===== src/rtl/tic_pkg.sv =====
package tic_pkg;
   typedef enum logic [2:0] {
      SEL_CTRL = 3'd0,
      SEL_IVAL = 3'd1,
      SEL_FRAC = 3'd2,
      SEL_SEC  = 3'd3,
      SEL_MIN  = 3'd4,
      SEL_HOUR = 3'd5,
      SEL_ICNT = 3'd6
   } tic_sel_e;

   typedef enum logic [1:0] {
      UNIT_TICK = 2'd0,
      UNIT_SEC  = 2'd1,
      UNIT_MIN  = 2'd2,
      UNIT_HOUR = 2'd3
   } tic_unit_e;

   localparam int CB_RUN  = 0;
   localparam int CB_IEN  = 1;
   localparam int CB_ONE  = 2;
   localparam int CB_UNIT = 3;
   localparam int CB_H24  = 5;
   localparam int CB_FLAG = 6;
   localparam int CTRL_BITS = 7;
endpackage


===== src/rtl/tic_digit.sv =====
module tic_digit #(
   parameter int W = 8
) (
   input  logic         clk,
   input  logic         rst_n,
   input  logic         inc,
   input  logic         ld,
   input  logic [W-1:0] ld_val,
   input  logic [W-1:0] last,
   output logic [W-1:0] q,
   output logic         carry
);
   assign carry = inc && (q >= last);

   always_ff @(posedge clk) begin
      if (!rst_n)
         q <= '0;
      else if (ld)
         q <= ld_val;
      else if (inc)
         q <= carry ? '0 : q + 1'b1;
   end
endmodule


===== src/rtl/tic_chain.sv =====
module tic_chain #(
   parameter int W      = 8,
   parameter int FRAC_N = 128,
   parameter int SEC_N  = 60,
   parameter int MIN_N  = 60,
   parameter int HR24_N = 24
) (
   input  logic              clk,
   input  logic              rst_n,
   input  logic              adv,
   input  logic              hour24,
   input  logic [3:0]        ld,
   input  logic [W-1:0]      ld_val,
   output logic [3:0][W-1:0] cnt,
   output logic [3:0]        carry
);
   localparam int STAGES = 4;
   localparam logic [W-1:0] FRAC_LAST = W'(FRAC_N - 1);
   localparam logic [W-1:0] SEC_LAST  = W'(SEC_N - 1);
   localparam logic [W-1:0] MIN_LAST  = W'(MIN_N - 1);
   localparam logic [W-1:0] H24_LAST  = W'(HR24_N - 1);
   localparam logic [W-1:0] HFULL     = {W{1'b1}};

   logic [STAGES-1:0]        inc_v;
   logic [STAGES-1:0][W-1:0] last_v;

   assign inc_v = {carry[STAGES-2:0], adv};

   always_comb begin
      last_v[0] = FRAC_LAST;
      last_v[1] = SEC_LAST;
      last_v[2] = MIN_LAST;
      last_v[3] = hour24 ? H24_LAST : HFULL;
   end

   for (genvar i = 0; i < STAGES; i++) begin : g_stage
      tic_digit #(.W(W)) u_digit (
         .clk    (clk),
         .rst_n  (rst_n),
         .inc    (inc_v[i]),
         .ld     (ld[i]),
         .ld_val (ld_val),
         .last   (last_v[i]),
         .q      (cnt[i]),
         .carry  (carry[i])
      );
   end
endmodule


===== src/rtl/tic_interval.sv =====
module tic_interval #(
   parameter int W = 8
) (
   input  logic         clk,
   input  logic         rst_n,
   input  logic         ev,
   input  logic         ien,
   input  logic [W-1:0] ival,
   input  logic         clr,
   output logic [W-1:0] icnt,
   output logic         match
);
   logic [W-1:0] nxt;

   assign nxt   = icnt + 1'b1;
   assign match = ien && ev && (nxt == ival);

   always_ff @(posedge clk) begin
      if (!rst_n)
         icnt <= '0;
      else if (clr || match)
         icnt <= '0;
      else if (ien && ev)
         icnt <= nxt;
   end
endmodule


===== src/rtl/tick_interval_timer.sv =====
module tick_interval_timer
   import tic_pkg::*;
#(
   parameter int CNT_W  = 8,
   parameter int FRAC_N = 128,
   parameter int SEC_N  = 60,
   parameter int MIN_N  = 60,
   parameter int HR24_N = 24
) (
   input  logic             clk,
   input  logic             rst_n,
   input  logic             tick,
   input  logic             wr_en,
   input  logic [2:0]       wr_sel,
   input  logic [CNT_W-1:0] wr_data,
   input  logic [2:0]       rd_sel,
   output logic [CNT_W-1:0] rd_data,
   output logic             irq
);
   localparam int UNITS = 4;

   if (CNT_W < CTRL_BITS) begin : g_bad_width
      $error("CNT_W too narrow for the control byte");
   end
   if (FRAC_N < 2 || FRAC_N > 2**CNT_W) begin : g_bad_frac
      $error("FRAC_N out of range");
   end
   if (SEC_N < 2 || SEC_N > 2**CNT_W || MIN_N < 2 || MIN_N > 2**CNT_W) begin : g_bad_sm
      $error("SEC_N or MIN_N out of range");
   end
   if (HR24_N < 2 || HR24_N > 2**CNT_W) begin : g_bad_hour
      $error("HR24_N out of range");
   end

   logic             run_q, ien_q, one_q, h24_q, flag_q;
   logic [1:0]       unit_q;
   logic [CNT_W-1:0] ival_q;

   logic             ctrl_wr, ival_wr, clr_icnt, adv, ev, match;
   logic [3:0]       ld;
   logic [3:0][CNT_W-1:0] cnt;
   logic [3:0]       carry;
   logic [UNITS-1:0] unit_ev;
   logic [CNT_W-1:0] icnt;
   logic [CNT_W-1:0] ctrl_rd;

   assign ctrl_wr  = wr_en && (wr_sel == SEL_CTRL);
   assign ival_wr  = wr_en && (wr_sel == SEL_IVAL);
   assign ld[0]    = wr_en && (wr_sel == SEL_FRAC);
   assign ld[1]    = wr_en && (wr_sel == SEL_SEC);
   assign ld[2]    = wr_en && (wr_sel == SEL_MIN);
   assign ld[3]    = wr_en && (wr_sel == SEL_HOUR);
   assign clr_icnt = ctrl_wr && !wr_data[CB_IEN];
   assign adv      = tick && run_q;

   tic_chain #(
      .W(CNT_W), .FRAC_N(FRAC_N), .SEC_N(SEC_N), .MIN_N(MIN_N), .HR24_N(HR24_N)
   ) u_chain (
      .clk    (clk),
      .rst_n  (rst_n),
      .adv    (adv),
      .hour24 (h24_q),
      .ld     (ld),
      .ld_val (wr_data),
      .cnt    (cnt),
      .carry  (carry)
   );

   assign unit_ev = {carry[2:0], adv};
   assign ev      = unit_ev[unit_q];

   tic_interval #(.W(CNT_W)) u_alarm (
      .clk   (clk),
      .rst_n (rst_n),
      .ev    (ev),
      .ien   (ien_q),
      .ival  (ival_q),
      .clr   (clr_icnt),
      .icnt  (icnt),
      .match (match)
   );

   always_ff @(posedge clk) begin
      if (!rst_n) begin
         run_q  <= 1'b0;
         ien_q  <= 1'b0;
         one_q  <= 1'b0;
         h24_q  <= 1'b0;
         flag_q <= 1'b0;
         unit_q <= UNIT_TICK;
      end else begin
         if (ctrl_wr) begin
            run_q  <= wr_data[CB_RUN];
            ien_q  <= wr_data[CB_IEN];
            one_q  <= wr_data[CB_ONE];
            unit_q <= wr_data[CB_UNIT +: 2];
            h24_q  <= wr_data[CB_H24];
            flag_q <= wr_data[CB_FLAG];
         end
         if (match) begin
            flag_q <= 1'b1;
            if (one_q)
               ien_q <= 1'b0;
         end
      end
   end

   always_ff @(posedge clk) begin
      if (!rst_n)
         ival_q <= '0;
      else if (ival_wr)
         ival_q <= wr_data;
   end

   always_comb begin
      ctrl_rd              = '0;
      ctrl_rd[CB_RUN]      = run_q;
      ctrl_rd[CB_IEN]      = ien_q;
      ctrl_rd[CB_ONE]      = one_q;
      ctrl_rd[CB_UNIT +: 2] = unit_q;
      ctrl_rd[CB_H24]      = h24_q;
      ctrl_rd[CB_FLAG]     = flag_q;
   end

   always_comb begin
      case (rd_sel)
         SEL_CTRL: rd_data = ctrl_rd;
         SEL_IVAL: rd_data = ival_q;
         SEL_FRAC: rd_data = cnt[0];
         SEL_SEC:  rd_data = cnt[1];
         SEL_MIN:  rd_data = cnt[2];
         SEL_HOUR: rd_data = cnt[3];
         SEL_ICNT: rd_data = icnt;
         default:  rd_data = '0;
      endcase
   end

   assign irq = flag_q;
endmodule


===== config.mk =====
export PLATFORM = sky130hd
export DESIGN_NAME = tick_interval_timer
export DESIGN_NICKNAME = d
export VERILOG_FILES = /design/src/rtl/tic_pkg.sv /design/src/rtl/tic_digit.sv /design/src/rtl/tic_chain.sv /design/src/rtl/tic_interval.sv /design/src/rtl/tick_interval_timer.sv
export SDC_FILE = /design/constraint.sdc
export NUM_CORES = 1
export LEC_CHECK = 0
export ABC_AREA = 1
export BUFFER_PORTS_ARGS = -buffer_cell sky130_fd_sc_hd__buf_2
export CAP_MARGIN = 15
export CORE_UTILIZATION = 43
export DETAILED_ROUTE_END_ITERATION = 16
export PLACE_DENSITY = 0.67
export SYNTH_ARGS = -nofsm -noshare
export SYNTH_HDL_FRONTEND = slang
export SYNTH_SLANG_ARGS = --single-unit

===== constraint.sdc =====
create_clock -name clk -period 1.85 [get_ports clk]
set_input_delay 0.37 -clock clk [delete_from_list [all_inputs] [get_ports clk]]
set_output_delay 0.37 -clock clk [all_outputs]
set_load 0.01 [all_outputs]

==> results of run 1 <==
-- cell usage after synthesis (7+ instances only) --
master    instances
nand2_1         143
inv_1            87
nor2_1           61
dfxtp_1          55
nand3_1          44
a21oi_1          29
o21ai_0          28
o22ai_1          16
a31oi_1          13
nor3_1           10
ha_1              9
nand4_1           9
nand3b_1          8
clkbuf_1          7
xor2_1            7
-- layout by cell type, fill, tap and decap left out, types with 2 or more instances in the layout --
master	instances
o22ai_1	16
ha_2	2
nand3_2	2
buf_2	26
dfxtp_1	48
nand2_4	3
dfxtp_2	7
nand3_1	43
nor3_1	6
nand2_2	6
xor2_1	7
a31oi_1	13
a22oi_1	4
o21ai_4	3
o2111ai_1	3
nor2_2	5
or2_2	4
ha_1	6
nand4_1	9
nand2_1	138
o21ai_0	28
nor2_1	56
inv_1	80
nor3_2	5
buf_4	42
inv_2	8
clkinv_1	3
nor2_4	2
clkbuf_8	5
a221oi_2	2
a21oi_1	28
nand3b_1	8
-- power breakdown --
group	internal [mW]	switching, mW	leakage, nW	total (mW)
clock network	0.255	0.388	0.0371	0.642
registers	1.21	0.0270	0.449	1.24
logic	0.103	0.192	1.40	0.295
-- flip-flops by register name (all words and copies together), names as in the netlist --
| register | flops |
|---|---|
| u_alarm.icnt | 8 |
| unit_q | 2 |
| h24_q | 1 |
| irq | 1 |
| run_q | 1 |
| ien_q | 1 |
| ival_q | 8 |
| one_q | 1 |
| u_chain.g_stage.u_digit.q | 32 |
-- final timing paths --
| kind | end | depth (start not counted) | from |
|---|---|---|---|
| setup / recovery | rd_data[7] | 7 | rd_sel[0] |
| hold / removal | u_chain.g_stage[0].u_digit.q[5] | 3 | wr_data[5] |
| setup reg to reg | u_alarm.icnt[1] | 10 | u_chain.g_stage[0].u_digit.q[1] |
| hold reg to reg | u_chain.g_stage[1].u_digit.q[7] | 2 | u_chain.g_stage[1].u_digit.q[7] |
-- timing repair --
action,in CTS,in global routing
setup buffers,0,3
setup endpoints to repair,3,37
resized for setup,7,37
cloned,0,0
pin swaps,2,9
-- cell families (layout without fill, tap and decap cells) --
| family | Yosys count | count (layout) | share of synthesized area [%] |
|---|---|---|---|
| simple gates | 288 | 288 | 35.2 |
| xor+xnor | 8 | 8 | 1.95 |
| compound gates | 106 | 106 | 18.5 |
| buf+inv | 100 | 168 | 10.5 |
| fa+ha+maj | 9 | 9 | 3.14 |
| flops | 55 | 55 | 30.7 |
-- area by class of cell --
type                            instances  area (µm²)
Fill cell                             774        3520
Multi-Input combinational cell        411        2230
Tap cell                              102         128
Sequential cell                        55        1110
Timing Repair Buffer                   70         477
Clock buffer                            6        72.6
Inverter                               92         348
-- layer usage --
metal	part of all wire, %	vias to the layer above	global-route usage [%]
li1	-	2002	-
met1	44	1829	38.1
met2	46	179	48.0
met3	8.2	21	4.23
met4	2.0	0	6.41
met5	0	-	0
-- per-stage QoR --
stage / util, % / power, mW
3_3_place_gp: 52.4 / 1.54
5_1_grt: 55.4 / 2.28
2_1_floorplan: - / 1.40
4_1_cts: 53.6 / 2.18
6_report: 55.4 / 2.17
3_5_place_dp: 52.4 / 1.54
-- worst register-to-register path, stage by stage (launching register included) --
cell and delay [ps]:
dfxtp_2 370, ha_4 150, nand2_4 60, nor2_4 120, nand2_2 90, nand2_4 120
nand3_4 110, o21ai_4 210, nand2_4 120, o21ai_4 290, nor2_1 80
==> out/qor.yml, run 1 <==
cp.buffers_inverters: 4
ys.flop_type: "dfxtp_1"
worstPathCellList: "buf_2 -> inv_1 -> nor3_2 -> buf_4 -> a221oi_4 -> o221ai_2 -> buf_2"
maxSlewViolCount: 0
die_height_um: 93.3
synth_edf_count: 0
setup_violations: 0
synth.avg_cell_area_um2: 6.34
startpoint_type: "input pin"
skew_ps: 10.8
p_per_area_nw_per_um2: 498
postCtsHoldBufs: 0
place_worst_setup_slack_ps: -47.1
final_cells: 736
synth_warnings: 0
fin_area_um2: 4370
rsz0062_at_grt: "yes"
syn-num-nets: 593
crit_top_cell: "buf_2"
grt_max_degree: 28
post-dp-hpwl_um: 9140
grt_pass1_vias: 3751
setup_tns_ps: 0
vdd_drop_max_mv: 0.312
max_freq_mhz: 548
cp_top_family: "buffers and inverters"
clockBufferDepth: 2
cts_tree: "built"
drt-initial-drc-count: 381
totalWireLength_um: 11700
vias_per_cell: 5.48
drt_first_pass_iters: 7
yosys.area.top_type: "dfxtp_1"
ys_types: 35
r2r_slack_ps: 30
vias: 4031
fp-row-count: 32
crit_arrival_ps: 1450
hold_path_class: "input pin to flip-flop"
antenna_found_initial: 0
antenna_cells: 0
syn_area_um2: 3590
grt_pass1_wl_um: 18900
placed_cell_area_um2: 4130
end_kind: "output pin"
grt-ovfl-total: 0
cp_slowest_cell: "a221oi_4"
setup_slack_ps: 25.7
p_leak_nw: 1.88
cpPeakStageDelay_ps: 280
clock-root-buffer: "clkbuf_8"
cts_max_level: 2
initial_core_util_pct: 45.5
yosysTopAreaCellShare_pct: 30.7
clkTransAtPathRegs_ps: 100
clk_latency_ps: 310
drive_above_1_share_pct: 20.7
path_class: "input pin to output pin"
ioPinCount: 27
drcViolationCount: 0
fin_crit_sh_pct: 98.6
synth.area.top_cells: "dfxtp_1 31%, nand2_1 15%, inv_1 9.1%"
hold_violations: 0
fin_nets: 662
antenna_left: 0
min_period_ps: 1820
hold_slack_ps: 354
slew_headroom_pct: 61.1
outcome: "complete, no violations"
tightestPinTransition_ps: 582
coreArea_um2: 7890
grt_usage_pct: 28.4
portBuffers: 26
post_drt_wl_per_cell_um: 15.9
postSynthCellCount: 566
area_growth_syn_to_layout_pct: 21.7
async_flop_share_pct: 0
yosysSeqAreaShare_pct: 30.7
cts_buffers: 5
numClockSinks: 55
worstPathRequired_ps: 1480
maxCapViolCount: 0
synth-seq-cells: 55
placedCellCount: 727
dieArea_um2: 8710
fp.dieW_um: 93.3
gp_congestion: 0.972
critPathMaxFanout: 5
Power figures use the tool's default switching activity.
==> run 2, diff against run 1 <==
--- a/config.mk
+++ b/config.mk
@@ -7,8 +7,8 @@
 export LEC_CHECK = 0
 export ABC_AREA = 1
 export BUFFER_PORTS_ARGS = -buffer_cell sky130_fd_sc_hd__buf_2
-export CAP_MARGIN = 15
 export CORE_UTILIZATION = 43
+export CTS_BUF_LIST = sky130_fd_sc_hd__clkbuf_2
 export DETAILED_ROUTE_END_ITERATION = 16
 export PLACE_DENSITY = 0.67
 export SYNTH_ARGS = -nofsm -noshare
==> run 2 against run 1 <==
Against the previous run:
- the run now ends with negative setup slack left
- first-iteration DRC count fell by 3.9%
- setup slack worse by 130 ps
- worst hold slack worse by 190 ps
==> out/qor.yml, run 2 (synthesis gave the netlist of run 1 again) <==
fin_crit_sh_pct: 106  # was 98.6%
postCtsHoldBufs: 0  # unchanged
grt_pass1_vias: 3938  # was 3751
ioPinCount: 27  # unchanged
clk_latency_ps: 460  # was 310 ps
antenna_found_initial: 0  # unchanged
antenna_left: 0  # unchanged
numClockSinks: 55  # unchanged
pwr-share-comb_pct: 15.6  # was 13.6%
cts_max_level: 2  # unchanged
cpPeakStageDelay_ps: 400  # was 280 ps
post_drt_wl_per_cell_um: 16.3  # was 15.9 µm
cts_buffers: 5  # unchanged
fillers: 735  # was 774
coreArea_um2: 7890  # unchanged
skew_ps: 33.8  # was 10.8 ps
maxSlewViolCount: 0  # unchanged
grt_usage_pct: 29.4  # was 28.4%
hold_violations: 0  # unchanged
placed_cell_area_um2: 4130  # unchanged
initial_core_util_pct: 45.5  # unchanged
final_cell_mix: "135 x nand2_1, 67 x inv_1, 61 x buf_4"  # was 138 x nand2_1, 80 x inv_1, 56 x nor2_1
largest_register: "u_chain.g_stage.u_digit.q"  # unchanged
cp_slowest_cell: "dfxtp_2"  # was a221oi_4
rsz0062_at_grt: "yes"  # unchanged
fin_area_um2: 4680  # was 4370 µm²
grt-ovfl-total: 0  # unchanged
cp_top_family: "compound AO/OA/AOI/OAI gates"  # was buffers and inverters
min_period_ps: 1960  # was 1820 ps
gp_congestion: 0.972  # unchanged
clock-root-buffer: "clkbuf_2"  # was clkbuf_8
p_seq_share_pct: 61.1  # was 56.9%
setup_tns_ps: -243  # was 0 ps
fin_nets: 684  # was 662
multiInputGateArea_um2: 2360  # was 2230 µm²
hold_path_class: "input pin to flip-flop"  # unchanged
fp-row-count: 32  # unchanged
clockBufferDepth: 2  # unchanged
intPower_mw: 1.41  # was 1.57 mW
fp.dieW_um: 93.3  # unchanged
violations: "negative setup slack"
outcome: "complete, but fails checks"  # was complete, no violations
cts_tree: "built"  # unchanged
antenna_cells: 0  # unchanged
grt_max_degree: 28  # unchanged
p_leak_nw: 2.03  # was 1.88 nW
max_freq_mhz: 511  # was 548 MHz
path_class: "flip-flop to output pin"  # was input pin to output pin
drt-initial-drc-count: 366  # was 381
clkTransAtPathRegs_ps: 290  # was 100 ps
clock_power_share_pct: 23.4  # was 29.5%
vias_per_cell: 5.51  # was 5.48
startpoint_type: "flip-flop"  # was input pin
final_cells: 758  # was 736
die_height_um: 93.3  # unchanged
end_kind: "output pin"  # unchanged
vdd_drop_max_mv: 0.292  # was 0.312 mV
totalWireLength_um: 12300  # was 11700 µm
setup_slack_ps: -109  # was 25.7 ps
setup_violations: 6  # was 0
cp.buffers_inverters: 2  # was 4
maxCapViolCount: 0  # unchanged
critPathMaxFanout: 2  # was 5
dieArea_um2: 8710  # unchanged
vias: 4174  # was 4031
crit_arrival_ps: 1590  # was 1450 ps
grt_pass1_wl_um: 19500  # was 18900 µm
worstPathCellList: "inv_2 -> o22ai_1 -> a221oi_2 -> o221ai_2 -> buf_2"  # was buf_2 -> inv_1 -> nor3_2 -> buf_4 -> a221oi_4 -> o221ai_2 -> buf_2
mostFrequentLayoutCell: "nand2_1"  # unchanged
drt_first_pass_iters: 5  # was 7
largestRegisters: "u_chain.g_stage.u_digit.q x32, ival_q x8, u_alarm.icnt x8"  # unchanged
worstPathRequired_ps: 1480  # about the same
placedCellCount: 727  # unchanged
portBuffers: 26  # unchanged
drcViolationCount: 0  # unchanged
area_growth_syn_to_layout_pct: 30.6  # was 21.7%
p_per_area_nw_per_um2: 432  # was 498 nW/µm²
largest_reg_flops: 32  # unchanged
slew_headroom_pct: 62.3  # was 61.1%
switching_share_pct: 30.6  # was 27.9%
ff_latch_area_um2: 1150  # was 1110 µm²
drive_above_1_share_pct: 31.9  # was 20.7%
post-dp-hpwl_um: 9140  # unchanged
p_sw_uw: 619  # was 607 µW
tightestPinTransition_ps: 563  # was 582 ps
## run 2: per-stage QoR
| stage | hold slack [ps] | setup WS [ps] | util, % | total power [mW] |
|---|---|---|---|---|
| after floorplan | 426 | 116 | - | 1.40 |
| after global placement | 465 | 16.1 | 52.4 | 1.54 |
| after CTS | 155 | -141 | 56.3 | 2.02 |
| after global routing | 151 | -203 | 59.4 | 2.11 |
| after detailed placement | 481 | -47.1 | 52.4 | 1.54 |
| final | 166 | -109 | 59.4 | 2.02 |
## run 2: power groups by stage
stage	Combinational (mW)	Clock, mW	Sequential, mW
CTS	0.294	0.487	1.23
finish	0.315	0.473	1.24
floorplan	0.147	0	1.26
detailed placement	0.276	0	1.26
global route	0.342	0.525	1.24
global placement	0.274	0	1.26
## run 2: metal layers
layer	vias to the layer above	part of all wire, %	GRT usage [%]
met2	168	47	50.4
met4	0	1.8	7.95
met1	1939	44	38.0
met3	18	8.0	4.80
li1	2049	-	-
met5	-	0	0
## run 2: area by class of cell
cell class                 instances  area share, %
inverter                          92           7.80
clock buffer                       6          0.641
tap                              102           2.72
multi-input combinational        411           50.3
timing repair buffer              92           13.9
sequential                        55           24.5
## run 2: tightest hold or removal path, cell delays in order
cell and delay (ps):
buf_2 120, nand2_1 60, a31oi_1 80
## run 2: what timing repair did
action	4_1_cts	5_1_grt
buffers inserted	19	7
setup endpoints to repair	9	39
pin swaps	10	25
gates resized for setup	61	57
## run 2: worst paths after layout
check                                                     start                               to  slack (ps)  cells past startpoint
worst max-delay path                            u_alarm.icnt[7]                       rd_data[7]        -110                      5
worst min-delay path                                 wr_data[2]  u_chain.g_stage[0].u_digit.q[2]         170                      3
worst max register to register  u_chain.g_stage[0].u_digit.q[1]                  u_alarm.icnt[1]         -30                     10
worst min register to register  u_chain.g_stage[1].u_digit.q[7]  u_chain.g_stage[1].u_digit.q[7]         510                      2
==> run 3, diff against run 2 <==
--- a/config.mk
+++ b/config.mk
@@ -10,7 +10,7 @@
 export CORE_UTILIZATION = 43
 export CTS_BUF_LIST = sky130_fd_sc_hd__clkbuf_2
 export DETAILED_ROUTE_END_ITERATION = 16
-export PLACE_DENSITY = 0.67
+export PLACE_DENSITY = 0.64
 export SYNTH_ARGS = -nofsm -noshare
 export SYNTH_HDL_FRONTEND = slang
 export SYNTH_SLANG_ARGS = --single-unit
==> constraint.sdc (replaced) <==
create_clock -name clk -period 2.1 [get_ports clk]
set_input_delay 0.42 -clock clk [delete_from_list [all_inputs] [get_ports clk]]
set_output_delay 0.42 -clock clk [all_outputs]
set_load 0.01 [all_outputs]
==> run 3 against run 2 <==
Against the previous run:
- the flow now finishes without violations
- worst hold slack improved by 40 ps
- first-iteration DRC count rose by 24%
- largest power group unchanged
- largest cell class unchanged
- clock-buffer cell count fell by 1
- sequential share of layout area rose by 2.6 points
- cell count fell by 5.7%
- flip-flop and latch count did not move
- setup slack improved by 180 ps
- sequential power fell by 11%
==> out/qor.yml, run 3 (synthesis gave the netlist of run 1 again) <==
drive_above_1_share_pct: 15.0  # was 31.9%
maxCapViolCount: 0  # unchanged
coreArea_um2: 7890  # unchanged
drt-initial-drc-count: 453  # was 366
r2r_slack_ps: 180  # was -30 ps
tightestPinTransition_ps: 453  # was 563 ps
r2r_cells: 11  # was 10
die_height_um: 93.3  # unchanged
vdd_drop_max_mv: 0.234  # was 0.292 mV
fin_crit_sh_pct: 96.6
placed_cell_area_um2: 3950  # was 4130 µm²
maxSlewViolCount: 0  # unchanged
area_growth_syn_to_layout_pct: 14.4  # was 30.6%
rsz0062_at_grt: "yes"  # unchanged
drcViolationCount: 0  # unchanged
grt_use_met1_pct: 37.4  # was 38.0%
hold_depth: 3  # unchanged
clkTransAtPathRegs_ps: 290  # about the same
clockBufferDepth: 2  # unchanged
fp.dieW_um: 93.3  # unchanged
fin_nets: 639  # was 684
ioPinCount: 27  # unchanged
grt_pass1_vias: 3592  # was 3938
cts_tree: "built"  # unchanged
largestRegisters: "u_chain.g_stage.u_digit.q x32, ival_q x8, u_alarm.icnt x8"  # unchanged
totalWireLength_um: 11600  # was 12300 µm
clk_latency_ps: 470  # was 460 ps
antenna_cells: 0  # unchanged
critPathMaxFanout: 5  # was 2
clock-root-buffer: "clkbuf_2"  # unchanged
max_freq_mhz: 493
final_cell_mix: "143 x nand2_1, 83 x inv_1, 61 x nor2_1"  # was 135 x nand2_1, 67 x inv_1, 61 x buf_4
cp_slowest_cell: "a22oi_1"  # was dfxtp_2
mostFrequentLayoutCell: "nand2_1"  # unchanged
setup_violations: 0  # was 6
cts_buffers: 5  # unchanged
vias: 3950  # was 4174
antenna_found_initial: 0  # unchanged
grt_pass1_wl_um: 18400  # was 19500 µm
antenna_left: 0  # unchanged
cpPeakStageDelay_ps: 290  # was 400 ps
numClockSinks: 55  # unchanged
grt-ovfl-total: 0  # unchanged
portBuffers: 26  # unchanged
p_leak_nw: 1.76  # was 2.03 nW
cts_max_level: 2  # unchanged
gp_congestion: 0.970  # was 0.972
skew_ps: 37.2  # was 33.8 ps
path_class: "input pin to output pin"  # was flip-flop to output pin
setup_tns_ps: 0  # was -243 ps
postCtsHoldBufs: 0  # unchanged
grt.busiest_layer: "met2"  # unchanged
end_kind: "output pin"  # unchanged
post-dp-hpwl_um: 8920  # was 9140 µm
hold_violations: 0  # unchanged
worstPathRequired_ps: 1680  # was 1480 ps
slew_headroom_pct: 69.7  # was 62.3%
dieArea_um2: 8710  # unchanged
initial_core_util_pct: 45.5  # unchanged
largest_reg_flops: 32  # unchanged
largest_register: "u_chain.g_stage.u_digit.q"  # unchanged
grt_max_degree: 28  # unchanged
worstPathCellList: "buf_2 -> inv_1 -> nand3_1 -> inv_1 -> a22oi_1 -> o2111ai_1 -> buf_2"  # was inv_2 -> o22ai_1 -> a221oi_2 -> o221ai_2 -> buf_2
grtUsageMet2_pct: 45.0  # was 50.4%
min_period_ps: 2030
vias_per_cell: 5.52  # was 5.51
post_drt_wl_per_cell_um: 16.2  # was 16.3 µm
hold_path_class: "input pin to flip-flop"  # unchanged
fin_util_pct: 52.0  # was 59.4%
drt_first_pass_iters: 6  # was 5
crit_arrival_ps: 1610  # was 1590 ps
p_per_area_nw_per_um2: 491  # was 432 nW/µm²
use_met3_pct: 4.15  # was 4.80%
outcome: "complete, no violations"  # was complete, but fails checks
fin_area_um2: 4100  # was 4680 µm²
startpoint_type: "input pin"  # was flip-flop
fp-row-count: 32  # unchanged
grt_usage_pct: 27.6  # was 29.4%
## run 3: cell types whose count changed in the layout (fill, tap and decap cells not counted), moves of 5 or more
| cell | previous run | this run |
|---|---|---|
| buf_4 | 61 | 20 |
| dfxtp_1 | 28 | 45 |
| dfxtp_2 | 21 | 10 |
| dfxtp_4 | 6 | 0 |
| inv_1 | 67 | 83 |
| inv_2 | 15 | 5 |
| inv_4 | 6 | 1 |
| nand2_1 | 135 | 143 |
| nand2_2 | 8 | 2 |
| nor2_1 | 55 | 61 |
## run 3: metrics by stage
| stage | hold WS, ps | setup WS (ps) | std cells | power, mW |
|---|---|---|---|---|
| floorplan | 426 | 366 | 566 | 1.24 |
| global placement | 471 | 126 | 704 | 1.34 |
| detailed placement | 480 | 99.3 | 704 | 1.34 |
| CTS | 183 | 16.8 | 712 | 2.04 |
| global route | 184 | -35.9 | 715 | 2.09 |
| finish | 206 | 71.7 | 715 | 2.01 |
## run 3: final cells by class
cell class	instances	area (µm²)
Fill cell	821	3780
Multi-Input combinational cell	411	2130
Sequential cell	55	1110
Inverter	92	348
Timing Repair Buffer	47	292
Tap cell	102	128
Clock inverter	3	67.6
Clock buffer	5	25.0
## run 3: worst max-delay path, delay by kind of cell
family                 cells  cell delay, ps
buffers and inverters      4             540
AOI/OAI and AO/OA          2             490
and+or+nand+nor            1             160
## run 3: repair_timing
| action | CTS | global route |
|---|---|---|
| endpoints found under the setup margin | 2 | 16 |
| pin swaps | 1 | 3 |
| resized for setup | 8 | 12 |
| cloned | 0 | 0 |
| setup buffers | 0 | 3 |
## run 3: layer usage
| metal | wire [µm] | part of all wire (%) | vias to the layer above |
|---|---|---|---|
| li1 | - | - | 1953 |
| met1 | 5080 | 44 | 1797 |
| met2 | 5280 | 46 | 181 |
| met3 | 985 | 8.5 | 19 |
| met4 | 213 | 1.8 | 0 |
| met5 | 0 | 0 | - |
## run 3: worst paths after layout
path | from | endpoint
setup / recovery | rd_sel[2] | rd_data[2]
hold reg to reg | u_chain.g_stage[1].u_digit.q[7] | u_chain.g_stage[1].u_digit.q[7]
hold / removal | wr_data[2] | u_chain.g_stage[0].u_digit.q[2]
setup reg to reg | u_chain.g_stage[2].u_digit.q[1] | u_alarm.icnt[0]
## run 3: power by group
group / switching (mW) / internal (mW)
Combinational: 0.158 / 0.0765
Sequential: 0.0272 / 1.07
Clock: 0.361 / 0.319
Total: 0.546 / 1.47
